`config.mk`:
```
export PLATFORM = sky130hd
export DESIGN_NAME = vc_credit_ctrl
export DESIGN_NICKNAME = d
export VERILOG_FILES = /design/src/rtl/vc_ctrl_pkg.sv /design/src/rtl/vc_in_unit.sv /design/src/rtl/vc_out_unit.sv /design/src/rtl/vc_credit_ctrl.sv
export SDC_FILE = /design/constraint.sdc
export NUM_CORES = 1
export LEC_CHECK = 0
export BUFFER_PORTS_ARGS = -buffer_cell sky130_fd_sc_hd__buf_2
export CAP_MARGIN = 5
export CORE_UTILIZATION = 53
export CTS_CLUSTER_SIZE = 16
export DETAILED_ROUTE_END_ITERATION = 8
export HOLD_SLACK_MARGIN = 0.02
export PLACE_DENSITY_LB_ADDON = 0.15
export SETUP_SLACK_MARGIN = 0.1
export SLEW_MARGIN = 10
export SYNTH_ARGS = -nofsm -noshare
export SYNTH_HDL_FRONTEND = slang
export SYNTH_SLANG_ARGS = --single-unit
```
`constraint.sdc`:
```
create_clock -name clk_i -period 3.96 [get_ports clk_i]
set_clock_uncertainty 0.05 [all_clocks]
set_input_delay 0.792 -clock clk_i [delete_from_list [all_inputs] [get_ports clk_i]]
set_output_delay 0.792 -clock clk_i [all_outputs]
set_load 0.01 [all_outputs]
```
`src/rtl/vc_ctrl_pkg.sv`:
```
package vc_ctrl_pkg;
  typedef enum logic [2:0] {
    IVC_IDLE      = 3'd0,
    IVC_ROUTE     = 3'd1,
    IVC_WAIT_VC   = 3'd2,
    IVC_ACTIVE    = 3'd3,
    IVC_WAIT_CRED = 3'd4
  } ivc_state_e;

  typedef enum logic [1:0] {
    OVC_IDLE      = 2'd0,
    OVC_ACTIVE    = 2'd1,
    OVC_WAIT_CRED = 2'd2
  } ovc_state_e;

  localparam logic [1:0] LINK_IDLE   = 2'b00;
  localparam logic [1:0] LINK_CREDIT = 2'b10;
  localparam logic [1:0] LINK_FLIT   = 2'b11;
endpackage

```
`src/rtl/vc_in_unit.sv`:
```
module vc_in_unit
  import vc_ctrl_pkg::*;
#(
  parameter int NUM_VC    = 4,
  parameter int NUM_PORTS = 5,
  parameter int BUF_DEPTH = 8
) (
  input  logic                         clk_i,
  input  logic                         rst_ni,
  input  logic                         arrive_i,
  input  logic                         head_i,
  input  logic                         tail_i,
  input  logic                         route_i,
  input  logic [$clog2(NUM_PORTS)-1:0] route_port_i,
  input  logic                         vagnt_i,
  input  logic [$clog2(NUM_VC)-1:0]    vagnt_ovc_i,
  input  logic                         pop_i,
  input  logic                         cred_cur_nz_i,
  input  logic                         cred_nxt_nz_i,
  output ivc_state_e                   state_o,
  output logic [$clog2(NUM_PORTS)-1:0] port_o,
  output logic [$clog2(NUM_VC)-1:0]    ovc_o,
  output logic                         req_o,
  output logic                         front_tail_o,
  output logic                         empty_o
);
  localparam int PW = $clog2(NUM_PORTS);
  localparam int VW = $clog2(NUM_VC);
  localparam int AW = $clog2(BUF_DEPTH);

  ivc_state_e      state_q, state_d;
  logic [PW-1:0]   port_q;
  logic [VW-1:0]   ovc_q;
  logic [AW-1:0]   rd_q, wr_q;
  logic [AW:0]     cnt_q, cnt_d;
  logic [BUF_DEPTH-1:0] tail_mem_q;
  logic            push, release_pkt;

  assign push         = arrive_i && (cnt_q != (AW+1)'(BUF_DEPTH));
  assign cnt_d        = cnt_q + {{AW{1'b0}}, push} - {{AW{1'b0}}, pop_i};
  assign front_tail_o = tail_mem_q[rd_q];
  assign empty_o      = (cnt_q == '0);
  assign release_pkt  = pop_i && front_tail_o;
  assign req_o        = (state_q == IVC_ACTIVE) && !empty_o && cred_cur_nz_i;

  always_comb begin
    state_d = state_q;
    unique case (state_q)
      IVC_IDLE:    if (arrive_i && head_i) state_d = IVC_ROUTE;
      IVC_ROUTE:   if (route_i) state_d = IVC_WAIT_VC;
      IVC_WAIT_VC: if (vagnt_i) state_d = cred_nxt_nz_i ? IVC_ACTIVE : IVC_WAIT_CRED;
      IVC_ACTIVE, IVC_WAIT_CRED: begin
        if (release_pkt) state_d = (cnt_d != '0) ? IVC_ROUTE : IVC_IDLE;
        else             state_d = cred_nxt_nz_i ? IVC_ACTIVE : IVC_WAIT_CRED;
      end
      default: state_d = IVC_IDLE;
    endcase
  end

  always_ff @(posedge clk_i or negedge rst_ni) begin
    if (!rst_ni) begin
      state_q    <= IVC_IDLE;
      port_q     <= '0;
      ovc_q      <= '0;
      rd_q       <= '0;
      wr_q       <= '0;
      cnt_q      <= '0;
      tail_mem_q <= '0;
    end else begin
      state_q <= state_d;
      cnt_q   <= cnt_d;
      if (push) begin
        tail_mem_q[wr_q] <= tail_i;
        wr_q             <= wr_q + 1'b1;
      end
      if (pop_i) rd_q <= rd_q + 1'b1;
      if (route_i && state_q == IVC_ROUTE) port_q <= route_port_i;
      if (vagnt_i && state_q == IVC_WAIT_VC) ovc_q <= vagnt_ovc_i;
      if (release_pkt) begin
        port_q <= '0;
        ovc_q  <= '0;
      end
    end
  end

  assign state_o = state_q;
  assign port_o  = port_q;
  assign ovc_o   = ovc_q;

  // a grant without a new arrival drains exactly one cell
  a_r5_pop_drains: assert property (@(posedge clk_i) disable iff (!rst_ni)
    (pop_i && !arrive_i) |=> (cnt_q == $past(cnt_q) - 1'b1));

  // last flit being a tail sends the VC to idle
  a_r11_tail_to_idle: assert property (@(posedge clk_i) disable iff (!rst_ni)
    (pop_i && front_tail_o && !arrive_i && cnt_q == 1) |=> (state_q == IVC_IDLE));
endmodule

```
`src/rtl/vc_out_unit.sv`:
```
module vc_out_unit
  import vc_ctrl_pkg::*;
#(
  parameter int NUM_VC   = 4,
  parameter int CRED_MAX = 8
) (
  input  logic                            clk_i,
  input  logic                            rst_ni,
  input  logic                            alloc_i,
  input  logic [$clog2(NUM_VC)-1:0]       owner_i,
  input  logic                            release_i,
  input  logic                            dec_i,
  input  logic                            inc_i,
  output ovc_state_e                      state_o,
  output logic [$clog2(NUM_VC)-1:0]       owner_o,
  output logic [$clog2(CRED_MAX+1)-1:0]   cred_o,
  output logic                            cred_nxt_nz_o,
  output logic                            err_o
);
  localparam int VW = $clog2(NUM_VC);
  localparam int CW = $clog2(CRED_MAX + 1);

  ovc_state_e    state_q, state_d;
  logic [VW-1:0] owner_q;
  logic [CW-1:0] cred_q, cred_d;

  always_comb begin
    cred_d = cred_q;
    err_o  = 1'b0;
    if (inc_i && !dec_i) begin
      if (cred_q == CW'(CRED_MAX)) err_o = 1'b1;
      else                         cred_d = cred_q + 1'b1;
    end else if (dec_i && !inc_i) begin
      cred_d = cred_q - 1'b1;
    end
  end

  assign cred_nxt_nz_o = (cred_d != '0);

  always_comb begin
    state_d = state_q;
    if (release_i)                         state_d = OVC_IDLE;
    else if (alloc_i || state_q != OVC_IDLE) state_d = cred_nxt_nz_o ? OVC_ACTIVE : OVC_WAIT_CRED;
  end

  always_ff @(posedge clk_i or negedge rst_ni) begin
    if (!rst_ni) begin
      state_q <= OVC_IDLE;
      owner_q <= '0;
      cred_q  <= CW'(CRED_MAX);
    end else begin
      state_q <= state_d;
      cred_q  <= cred_d;
      if (alloc_i)        owner_q <= owner_i;
      else if (release_i) owner_q <= '0;
    end
  end

  assign state_o = state_q;
  assign owner_o = owner_q;
  assign cred_o  = cred_q;

  // an owned VC parks only when it holds no credit
  a_r7_wait_means_zero: assert property (@(posedge clk_i) disable iff (!rst_ni)
    (state_q == OVC_WAIT_CRED) |-> (cred_q == '0));

  // coincident spend and return cancel
  a_r10_both_hold: assert property (@(posedge clk_i) disable iff (!rst_ni)
    (inc_i && dec_i) |=> (cred_q == $past(cred_q)));

  // count moves by at most one per cycle
  a_r8_unit_step: assert property (@(posedge clk_i) disable iff (!rst_ni)
    (cred_q != $past(cred_q)) |->
      (cred_q == $past(cred_q) + 1'b1 || cred_q == $past(cred_q) - 1'b1));
endmodule

```
`src/rtl/vc_credit_ctrl.sv`:
```
module vc_credit_ctrl
  import vc_ctrl_pkg::*;
#(
  parameter int NUM_VC    = 4,
  parameter int NUM_PORTS = 5,
  parameter int BUF_DEPTH = 8,
  parameter int CRED_MAX  = 8,
  localparam int VW = $clog2(NUM_VC),
  localparam int PW = $clog2(NUM_PORTS),
  localparam int CW = $clog2(CRED_MAX + 1)
) (
  input  logic                 clk_i,
  input  logic                 rst_ni,
  input  logic                 flit_valid_i,
  input  logic [VW-1:0]        flit_vc_i,
  input  logic                 flit_head_i,
  input  logic                 flit_tail_i,
  input  logic                 route_valid_i,
  input  logic [VW-1:0]        route_vc_i,
  input  logic [PW-1:0]        route_port_i,
  input  logic                 va_valid_i,
  input  logic [VW-1:0]        va_ivc_i,
  input  logic [VW-1:0]        va_ovc_i,
  input  logic [NUM_VC-1:0]    sw_gnt_i,
  input  logic [1:0]           cred_in_type_i,
  input  logic [VW-1:0]        cred_in_vc_i,
  output logic [NUM_VC-1:0]    sw_req_o,
  output logic [1:0]           cred_out_type_o,
  output logic [VW-1:0]        cred_out_vc_o,
  output logic [NUM_VC*3-1:0]  ivc_state_o,
  output logic [NUM_VC*PW-1:0] ivc_port_o,
  output logic [NUM_VC*VW-1:0] ivc_ovc_o,
  output logic [NUM_VC*2-1:0]  ovc_state_o,
  output logic [NUM_VC*VW-1:0] ovc_owner_o,
  output logic [NUM_VC*CW-1:0] ovc_cred_o,
  output logic [NUM_VC-1:0]    stall_busy_o,
  output logic [NUM_VC-1:0]    stall_route_o,
  output logic [NUM_VC-1:0]    stall_va_o,
  output logic [NUM_VC-1:0]    stall_sw_o,
  output logic [NUM_VC-1:0]    stall_empty_o,
  output logic [NUM_VC-1:0]    stall_cred_o,
  output logic                 cred_err_o
);
  ivc_state_e    ivc_st    [NUM_VC];
  logic [VW-1:0] ivc_ovc   [NUM_VC];
  ovc_state_e    ovc_st    [NUM_VC];
  logic [VW-1:0] ovc_owner [NUM_VC];
  logic [CW-1:0] ovc_cred  [NUM_VC];

  logic [NUM_VC-1:0] front_tail, empty, gnt_eff, ovc_nz_nxt, ovc_err;
  logic [NUM_VC-1:0] dec, rel;
  logic              va_ok;
  logic [VW-1:0]     gvc;

  assign va_ok   = va_valid_i && ivc_st[va_ivc_i] == IVC_WAIT_VC && ovc_st[va_ovc_i] == OVC_IDLE;
  assign gnt_eff = sw_gnt_i & sw_req_o;

  always_comb begin
    dec = '0;
    rel = '0;
    for (int o = 0; o < NUM_VC; o++)
      for (int v = 0; v < NUM_VC; v++)
        if (gnt_eff[v] && ivc_ovc[v] == VW'(o)) begin
          dec[o] = 1'b1;
          if (front_tail[v]) rel[o] = 1'b1;
        end
  end

  always_comb begin
    gvc = '0;
    for (int v = NUM_VC - 1; v >= 0; v--)
      if (gnt_eff[v]) gvc = VW'(v);
  end

  for (genvar v = 0; v < NUM_VC; v++) begin : g_ivc
    logic [VW-1:0] sel;
    logic [PW-1:0] port;
    logic          hit;
    assign sel = (ivc_st[v] == IVC_WAIT_VC) ? va_ovc_i : ivc_ovc[v];
    assign hit = flit_valid_i && flit_vc_i == VW'(v);

    vc_in_unit #(.NUM_VC(NUM_VC), .NUM_PORTS(NUM_PORTS), .BUF_DEPTH(BUF_DEPTH)) i_in (
      .clk_i, .rst_ni,
      .arrive_i     (hit),
      .head_i       (flit_head_i),
      .tail_i       (flit_tail_i),
      .route_i      (route_valid_i && route_vc_i == VW'(v)),
      .route_port_i (route_port_i),
      .vagnt_i      (va_ok && va_ivc_i == VW'(v)),
      .vagnt_ovc_i  (va_ovc_i),
      .pop_i        (gnt_eff[v]),
      .cred_cur_nz_i(ovc_cred[ivc_ovc[v]] != '0),
      .cred_nxt_nz_i(ovc_nz_nxt[sel]),
      .state_o      (ivc_st[v]),
      .port_o       (port),
      .ovc_o        (ivc_ovc[v]),
      .req_o        (sw_req_o[v]),
      .front_tail_o (front_tail[v]),
      .empty_o      (empty[v])
    );

    assign ivc_state_o[v*3 +: 3]  = ivc_st[v];
    assign ivc_port_o[v*PW +: PW] = port;
    assign ivc_ovc_o[v*VW +: VW]  = ivc_ovc[v];
    assign stall_busy_o[v]  = hit && flit_head_i && ivc_st[v] != IVC_IDLE;
    assign stall_route_o[v] = ivc_st[v] == IVC_ROUTE;
    assign stall_va_o[v]    = ivc_st[v] == IVC_WAIT_VC;
    assign stall_sw_o[v]    = sw_req_o[v] && !sw_gnt_i[v];
    assign stall_empty_o[v] = ivc_st[v] == IVC_ACTIVE && empty[v];
    assign stall_cred_o[v]  = ivc_st[v] == IVC_WAIT_CRED;
  end

  for (genvar o = 0; o < NUM_VC; o++) begin : g_ovc
    vc_out_unit #(.NUM_VC(NUM_VC), .CRED_MAX(CRED_MAX)) i_out (
      .clk_i, .rst_ni,
      .alloc_i      (va_ok && va_ovc_i == VW'(o)),
      .owner_i      (va_ivc_i),
      .release_i    (rel[o]),
      .dec_i        (dec[o]),
      .inc_i        (cred_in_type_i == LINK_CREDIT && cred_in_vc_i == VW'(o)),
      .state_o      (ovc_st[o]),
      .owner_o      (ovc_owner[o]),
      .cred_o       (ovc_cred[o]),
      .cred_nxt_nz_o(ovc_nz_nxt[o]),
      .err_o        (ovc_err[o])
    );

    assign ovc_state_o[o*2 +: 2]  = ovc_st[o];
    assign ovc_owner_o[o*VW +: VW] = ovc_owner[o];
    assign ovc_cred_o[o*CW +: CW]  = ovc_cred[o];

    // an owned output VC points back at an input VC that points at it
    a_r4_owner_agrees: assert property (@(posedge clk_i) disable iff (!rst_ni)
      (ovc_st[o] != OVC_IDLE) |->
        (ivc_ovc[ovc_owner[o]] == VW'(o) &&
         (ivc_st[ovc_owner[o]] == IVC_ACTIVE || ivc_st[ovc_owner[o]] == IVC_WAIT_CRED)));
  end

  always_ff @(posedge clk_i or negedge rst_ni) begin
    if (!rst_ni) begin
      cred_out_type_o <= LINK_IDLE;
      cred_out_vc_o   <= '0;
      cred_err_o      <= 1'b0;
    end else begin
      cred_out_type_o <= (|gnt_eff) ? LINK_CREDIT : LINK_IDLE;
      cred_out_vc_o   <= gvc;
      cred_err_o      <= |ovc_err;
    end
  end

  // every switch grant is answered by an upstream credit next cycle
  a_r6_credit_follows: assert property (@(posedge clk_i) disable iff (!rst_ni)
    (|gnt_eff) |=> (cred_out_type_o == LINK_CREDIT));

  // requests only from VCs with buffered flits
  a_r5_req_nonempty: assert property (@(posedge clk_i) disable iff (!rst_ni)
    (|(sw_req_o & empty)) == 1'b0);
endmodule

```
==> results, run 1 <==
- The run finished with clean final reports.
- The clock tree from TritonCTS is yes.
- The mean instance size in the synthesized netlist is around 9.5 um2.
- In this run the critical register-to-register path is launched from g_ovc[1].i_out.cred_o[2].
- Counting every net in the synthesized netlist gives ~990.
- Of the total synthesized cell area, the portion taken by AND, OR, NAND and NOR gates is 0.216.
- The complex-gate fraction of the synthesized area is 0.103.
- Power spread over the standard cell area amounts to 752 mW/mm2.
- The number of global-route vias before repair is approximately 7,000.
- The kind of start point of the critical path is a flop.
- The largest family of logic cells by synthesized area is simple AND/OR/NAND/NOR gates.
- The detailed-route wire length per cell is 17.3 um.
- The total power is between 7 and 8 mW.
- Final hold analysis gives a worst-case slack of around 380 ps.
- The critical path is of the flop to flop type.
- In the routed layout, each cell is associated on average with a via count of 5.69.
- During placement, the flow inserted port buffers numbering approximately 120.
- The flop-to-flop setup slack is between 150 and 200 ps.
- The final global-route overflow total is 0.
- The clock-pin slew of the registers on the worst-case setup and hold paths is ~60 ps.
- By area the synthesized netlist is led by dfrtp_1, mux2_2, ha_1.
- The sequential element share of the synthesized area is 0.401.
- In the synthesized netlist, the cells that appear most often are dfrtp_1, nand2_1, nor2_1.
- The number of rows created at floorplan is 46.
- The final route contains 7,405 vias.
- The placed wire-length estimate after detailed placement is between 15,000 and 20,000 um.
- The kind of end point of the critical path is a flop.
- The number of clock buffers added by TritonCTS is 17.
- The global-route wire length before repair is between 30,000 and 40,000 um.
- The number of flops mapped to enable cells by yosys is 0.
- The count of maximum capacitance violations is 0.
- The filler cell count is between 1,000 and 1,500.
- Setup repair after global routing could not meet its margin everywhere.
- In this run the worst path has a maximum fanout of 9.
- In the routed design, unresolved DRC markers number 0.
- The tightest slew margin relative to the limit is 0.467.
- Of the total synthesized cell area, the portion taken by full adders, half adders and majority gates is 0.0648.
- The number of cell instances on the worst register-to-register path is 12.
- The leakage power figure is a little under 5 nW.
- After routing, the total negative slack on setup checks comes to 0 ps.
- Synthesis instantiated roughly 70 different standard cells from the library.
- Entering global routing, the biggest net connects 86 pins.
- Summed over all layers, the routed wires come to 22,500 um.
- After the first detailed-routing iteration, the DRC count stood at roughly 520.
- The number of register bits inferred by synthesis is 140.
- The hold violation count in the final report is 0.
- The first detailed-routing pass took 7 iterations.
- The maximum buffer depth of the clock tree is 2.
- The initial antenna violation count was 0.
- The total I/O pin count is approximately 120.
- The number of warning messages in the yosys log is 0.
- At the end of the flow, the number of nets in the layout was roughly 1,100.
- The die footprint is between 0.015 and 0.02 mm2.
- The maximum vdd ir drop is around 0.38 mV.
- The die is about 130 um tall.
- The horizontal die dimension is roughly 130 um.
- 0 antenna diodes ended up in the layout.
- The class of the worst hold path is input port to asynchronous set/reset pin.
- The tree is rooted in a clkbuf_16.
- The overall routing resource usage is 0.275.
- The most area-hungry cell type in the Yosys netlist is dfrtp_1.
- The combined area of all synthesized cells is around 0.009 mm2.
- The insertion delay of the later-clocked pin in the worst-skew pair is around 430 ps.
- The initial utilization of the core area, before any placement, comes to 0.547.
- For this run, the leading register cell type out of synthesis is dfrtp_1.
- The fraction of synthesized area in multiplexers is 0.132.
- Routability-driven placement finished with a final weighted congestion of roughly 0.90.
- Among all cell types in the netlist, the one instantiated most often is dfrtp_1.
- The fmax is roughly 270 MHz.
- The number of pins with negative max-slew slack in the final report is 0.
- The data arrival time of the critical path is 4030 ps.
- The tree built by TritonCTS fans out to 140 sinks.
- The final antenna-violating net count is 0.
- The layout overhead on the synthesized area is 20.2%.
- The H-tree generated during clock tree synthesis spans 4 levels.
- Setup violations remaining at the end of the flow were counted as 0.
- The number of buffers inserted by hold repair at cts is 0.
- The share of synthesized registers carrying an async set or reset is 1.00.
- The fraction of layout cells with a size suffix above 1 is 0.276.
- The region available for standard cell placement spans 0.0160 mm2.
- The portion of the clock cycle consumed by the worst path in the final layout is 0.951.
- The required time of the critical path is around 4200 ps.
- The shortest clock period the worst path allows after layout is around 3800 ps.
- The endpoint identified for the worst register-to-register timing path is g_ivc[0].i_in.state_o[0].
- The area share of the largest cell type after synthesis is 0.389.
- The cell count after synthesis came out at approximately 930.
- The parity-gate share of the synthesized area counting xor and xnor cells is 0.0350.
- The worst-margin pin slew is about 800 ps.
## registers in the layout (all words and copies together), names as in the netlist
signal                 cells
g_ivc.i_in.port_o         12
g_ivc.i_in.rd_q           12
g_ivc.i_in.wr_q           12
g_ovc.i_out.owner_o        8
g_ivc.i_in.state_o        12
g_ivc.i_in.cnt_q          16
g_ivc.i_in.ovc_o           8
g_ovc.i_out.state_o        8
cred_err_o                 1
cred_out_vc_o              2
cred_out_type_o            1
g_ivc.i_in.tail_mem_q     32
g_ovc.i_out.cred_o        16
## worst max-delay path, cell delays in order (launching register included)
cell     delay [ps]
dfrtp_1         380
or4_1           560
mux4_2          570
buf_4           180
nand3_2          70
nand4_4         110
buf_4           200
nor3b_1         150
a211o_1         280
or3_4           440
o21ai_1         150
o22ai_1         140
o311a_1         370
## cell families (layout without fill, tap and decap cells)
logic type                 Yosys count  in the layout
and+or+nand+nor                    371            371
DFF                                140            140
AOI/OAI and AO/OA                  137            137
buffers and inverters              104            264
muxes                               94             94
adders and majority gates           43             43
xor gates and xnor gates            35             35
other                                1              1
## stage by stage
step,setup WS (ps),instance area [um2],instances,util
2_1_floorplan,83.4,8840,925,-
3_3_place_gp,173,9880,1265,0.617
3_5_place_dp,94.5,9880,1265,0.617
4_1_cts,107,10500,1298,0.653
5_1_grt,24.3,10500,1301,0.658
6_report,192,10500,1301,0.658
## routing by layer
layer / part of all wire / up-vias / global-route usage
li1: - / 3570 / -
met1: 0.44 / 3595 / 0.366
met2: 0.48 / 206 / 0.448
met3: 0.050 / 34 / 0.0578
met4: 0.022 / 0 / 0.0953
met5: 0 / - / 0
## layout make-up
cell class              count  area, um2  area share
multi-input cells         681       4930       0.469
clock inverters            14        124      0.0118
inverters                  55        209      0.0198
well taps                 216        270      0.0257
flip-flops and latches    140       3510       0.333
repair buffers            177       1040      0.0992
clock buffers              18        439      0.0417
## repair_timing
item | CTS | global route
setup buffers | 1 | 3
setup endpoints to repair | 1 | 7
pin swaps | 0 | 2
resized for setup | 0 | 12
## layout by cell type (no fill, tap or decap), types with 4 or more instances in the layout
cell / Yosys / final
nand2_1: 97 / 97
or3_1: 7 / 6
and2_1: 7 / 7
buf_4: 6 / 55
nand3_2: 2 / 4
nand4_1: 18 / 18
nor2b_1: 18 / 18
a22oi_1: 4 / 4
ha_1: 39 / 37
nor3_1: 27 / 27
a21o_1: 6 / 6
nand2b_1: 13 / 13
inv_1: 53 / 51
nor3b_1: 26 / 26
or2_2: 4 / 4
buf_2: 7 / 120
nand3_1: 27 / 24
a31oi_1: 9 / 9
dfstp_2: 4 / 4
a211oi_1: 8 / 8
clkinv_4: 0 / 4
o21ai_1: 19 / 19
clkbuf_16: 0 / 17
xnor2_1: 28 / 28
nor2_1: 80 / 80
o22ai_1: 6 / 5
mux2i_1: 36 / 36
o21ai_0: 21 / 21
mux4_2: 12 / 12
o31ai_1: 5 / 4
nor4_1: 14 / 12
o211ai_1: 7 / 7
inv_6: 0 / 5
or2_1: 5 / 4
a21oi_1: 21 / 20
mux2_2: 44 / 44
dfrtp_1: 136 / 136
and3_1: 9 / 9
nand3b_1: 6 / 6
xor2_1: 7 / 7
## worst max path at each step
stage,start,to,slack (ps),depth (start not counted)
after floorplan,g_ovc[2].i_out.cred_o[0],g_ivc[3].i_in.state_o[0],80,17
after global placement,g_ovc[0].i_out.cred_o[2],g_ivc[3].i_in.state_o[0],170,16
after detailed placement,g_ovc[0].i_out.cred_o[2],g_ivc[3].i_in.state_o[0],90,16
after CTS,g_ovc[0].i_out.cred_o[2],g_ivc[3].i_in.state_o[0],110,16
after global routing,g_ovc[1].i_out.cred_o[2],g_ivc[3].i_in.state_o[0],20,16
final,g_ovc[1].i_out.cred_o[2],g_ivc[0].i_in.state_o[0],190,12
## where the power goes
group	total (mW)	switching, mW	internal (mW)
Sequential	2.56	0.515	2.04
Combinational	3.83	2.07	1.77
Clock	1.52	0.682	0.838
Note: power is estimated with default switching activity, not from simulation.
==> inputs of run 2 (changes only) <==
--- a/config.mk
+++ b/config.mk
@@ -16,4 +16,5 @@
 export SLEW_MARGIN = 10
 export SYNTH_ARGS = -nofsm -noshare
 export SYNTH_HDL_FRONTEND = slang
+export SYNTH_HIERARCHICAL = 1
 export SYNTH_SLANG_ARGS = --single-unit
==> results, run 2 <==
- The run finished, with violations left.
- The checks that failed: setup timing.
- The flip-flop count of the largest register, all copies and words added was 32 (unchanged).
- The number of register bits inferred by synthesis is 140 (unchanged).
- The initial antenna violation count is 0 (unchanged).
- Leaving out fill and tap cells, the most frequent cells in the layout are dfrtp_1, buf_2, buf_4.
- The maximum buffer depth of the clock tree was 2 (unchanged).
- The shortest clock period the worst path allows after layout was 4340 ps (+568 ps).
- The portion of the clock cycle consumed by the worst path in the final layout came to 1.09 (+0.143).
- The complex-gate fraction of the synthesized area is 0.104 (+0.00109).
- The library cell used most frequently in the layout, excluding fill and tap cells, is dfrtp_1.
- By area, the combinational part of the netlist is dominated by simple AND/OR/NAND/NOR gates.
- Relative to the synthesized area, the layout overhead comes to 28.6%.
- The power density of the placed cells was 811 mW/mm2 (+7.9%).
- The count of input and output buffers is 121 (unchanged).
- The total I/O pin count is 123 (unchanged).
- The remaining design rule violation count is 0 (unchanged).
- The tightest slew margin relative to the limit came to 0.428 (-0.0386).
- The maximum vdd ir drop came to 0.404 mV (+7.7%).
- The mean instance size in the synthesized netlist was 10.3 um2 (+8.6%).
- The share of synthesized registers carrying an async set or reset is 1.00 (unchanged).
- The placed wire-length estimate after detailed placement came to 17,700 um (+4.3%).
- The total power came to 9.44 mW (+19%).
- The sum of negative setup slack was -2060 ps (-2060 ps).
- The flop-to-flop setup slack was -380 ps (-570 ps).
- The die footprint was 0.0176 mm2 (+3.1%).
- The insertion delay of the later-clocked pin in the worst-skew pair is 420 ps (about the same).
- The final weighted congestion in routability-driven placement was 0.936 (+4.0%).
- The required time of the critical path was 4210 ps (about the same).
- TritonCTS built the clock tree.
- The number of detailed-route iterations in the first pass is 5 (-2).
- The number of rows created at floorplan is 47 (+2.2%).
- The number of global-route vias before repair is 7,451 (+6.4%).
- The count of nets after finishing is 1,176 (+3.1%).
- The hold violation count in the final report is 0 (unchanged).
- The combined area of all synthesized cells is 0.00904 mm2 (+3.2%).
- The most repeated cell in the gate-level netlist after synthesis is dfrtp_1.
- The final worst-path setup slack is -376 ps (-568 ps).
- The number of warning messages in the yosys log is 6 (+6).
- The detailed-route via count is 7,811 (+5.5%).
- The sequential element share of the synthesized area is 0.388 (-0.0124).
- The highest net fanout along the worst path is 8 (-1).
- The detailed-route wire length per cell is 18.5 um (+6.9%).
- The global-route wire length before repair is 39,500 um (+10%).
- The maximum level of the CTS H-tree is 4 (unchanged).
- The number of cell instances on the worst register-to-register path is 16 (+4).
- The area of combinational cells with multiple inputs came to 0.00539 mm2 (+9.3%).
- The total inserted antenna cells is 0 (unchanged).
- The cell sitting at the root of the clock tree is a clkbuf_16.
- The number of pins with negative max-slew slack in the final report is 0 (unchanged).
- The worst reg2reg path endpoint is g_ivc[0].i_in/state_o[0].
- The adder and majority gate portion of the synthesized area is 0.0675 (+0.00270).
- The leakage power figure is 5.44 nW (+11%).
- The final global-route overflow total is 0 (unchanged).
- The number of DRC violations after detailed-routing iteration 0 is 519 (-0.76%).
- The synthesized net count is 949 (-4.5%).
- The number of flops mapped to enable cells by yosys was 0 (unchanged).
- The fraction of synthesized area in multiplexers is 0.137 (+0.00547).
- The class of the most critical setup path is flop to flop.
- The most area-hungry cell type in the Yosys netlist is dfrtp_1.
- The combined flip-flop and latch cell area is 0.00352 mm2 (+0.29%).
- Yosys attributes the largest share of cell area to dfrtp_1, ha_1, mux2_2.
- The filler cell count is 1,262 (-6.2%).
- The initial standard-cell utilization of the core is 0.543 (-0.00427).
- The clock-pin slew of the registers on the worst-case setup and hold paths was 60 ps (about the same).
- The register name with the most flops is g_ivc.i_in/tail_mem_q.
- The critical register-to-register path startpoint is g_ovc[3].i_out/cred_o[0].
- The count of endpoints failing setup in the final report is 8 (+8).
- Setup repair after global routing could not meet its margin everywhere.
- The horizontal die dimension was 133 um (+1.6%).
- The area share of the largest cell type after synthesis is 0.376 (-0.0120).
- The standard cell core area is 0.0166 mm2 (+4.0%).
- Counting instances in the post-synthesis netlist gives the leading cell types as dfrtp_1, nor2_1, inv_1.
- The final antenna-violating net count came to 0 (unchanged).
- The class of the worst hold path is input port to asynchronous set/reset pin.
- The parity-gate share of the synthesized area counting xor and xnor cells is 0.0310 (-0.00399).
- The predominant post-synthesis flop cell is dfrtp_1.
- The synthesized instance count came to 879 (-5.0%).
- The fmax is 231 MHz (-13%).
- The fraction of layout cells with a size suffix above 1 is 0.365 (+0.0890).
- The number of buffers created by CTS is 17 (unchanged).
- The per-cell via count in the routed design came to 5.83 (+2.5%).
- STA classifies the critical path endpoint as a flop.
- The simple-gate portion of the synthesized area is 0.228 (+0.0114).
- The overall routing resource usage is 0.290 (+0.0144).
- The worst-margin pin slew is 856 ps (+58.9 ps).
- The total detailed-routing wirelength came to 24,800 um (+10%).
- The number of buffers inserted by hold repair at cts is 0 (unchanged).
- The CTS sink count is 140 (unchanged).
- The unique cell type count in the Yosys netlist is 82 (+21%).
- The data arrival time of the critical path is 4590 ps (+560 ps).
- The kind of start point of the critical path is a flop.
- The pin count of the biggest net entering global routing is 88 (+2.3%).
- The die outline height came to 133 um (+1.6%).
- The count of maximum capacitance violations is 0 (unchanged).
run 2: area by class of cell:
class | count | area share
Multi-Input combinational cell | 650 | 0.463
Timing Repair Buffer | 241 | 0.132
Sequential cell | 140 | 0.303
Tap cell | 220 | 0.0237
Inverter | 56 | 0.0181
Clock buffer | 22 | 0.0399
Clock inverter | 10 | 0.0202
run 2: kinds of logic after synthesis:
family,count (synthesis)
AO/OA/AOI/OAI,128
XOR/XNOR,32
adder cells (fa/ha/maj),47
buffers and inverters,89
flip-flops,140
multiplexers,99
other,1
AND/OR/NAND/NOR,343
run 2: critical path, cell delays in order (launching register included):
cell and delay (ps):
dfrtp_2 410, or4_4 550, mux4_2 520, nand2_2 90
nor3_2 50, and2_4 190, a22oi_2 190, o311ai_4 190
xnor2_1 190, or3_1 350, a22oi_2 240, nand3_4 160
mux2i_1 200, a22oi_2 100, nand2b_4 150, mux2_4 270
a221o_1 320
run 2: through the flow:
| step | util | area [um2] | worst slack, ps | hold WS [ps] | instances |
|---|---|---|---|---|---|
| 4_1_cts | 0.693 | 11500 | -316 | 419 | 1333 |
| 6_report | 0.699 | 11600 | -376 | 390 | 1339 |
| 3_3_place_gp | 0.642 | 10700 | -459 | 430 | 1293 |
| 5_1_grt | 0.699 | 11600 | -508 | 446 | 1339 |
| 2_1_floorplan | - | 9190 | -215 | 421 | 879 |
| 3_5_place_dp | 0.642 | 10700 | -503 | 425 | 1293 |
run 2: routing by layer:
layer  up-vias  part of all wire  wire (um)  global-route usage
met5         -                 0          0                   0
li1       3665                 -          -                   -
met3        30             0.059       1460              0.0575
met4         0             0.018        454              0.0862
met1      3848              0.44      10900               0.391
met2       268              0.48      12000               0.473
run 2: worst max-delay path by stage:
stage                          endpoint                     start  slack (ps)  cells after the start
6_report       g_ivc[0].i_in/state_o[0]  g_ovc[3].i_out/cred_o[0]        -380                     16
5_1_grt        g_ivc[2].i_in/state_o[0]  g_ovc[1].i_out/cred_o[1]        -510                     16
4_1_cts        g_ivc[2].i_in/state_o[0]  g_ovc[3].i_out/cred_o[0]        -320                     16
3_5_place_dp   g_ivc[0].i_in/state_o[0]  g_ovc[2].i_out/cred_o[0]        -500                     16
3_3_place_gp   g_ivc[0].i_in/state_o[0]  g_ovc[2].i_out/cred_o[0]        -460                     16
2_1_floorplan  g_ivc[2].i_in/state_o[0]  g_ovc[3].i_out/cred_o[1]        -210                     17
run 2: report_power, final:
part	internal [mW]	switching, mW
combinational	2.40	2.57
clock	1.28	0.619
sequential	2.07	0.497
run 2: timing repair:
| item | in CTS | in global routing |
|---|---|---|
| endpoints found under the hold margin | 0 | 0 |
| buffers inserted | 8 | 6 |
| endpoints found under the setup margin | 12 | 12 |
| resized for setup | 23 | 10 |
| pin swaps | 28 | 19 |
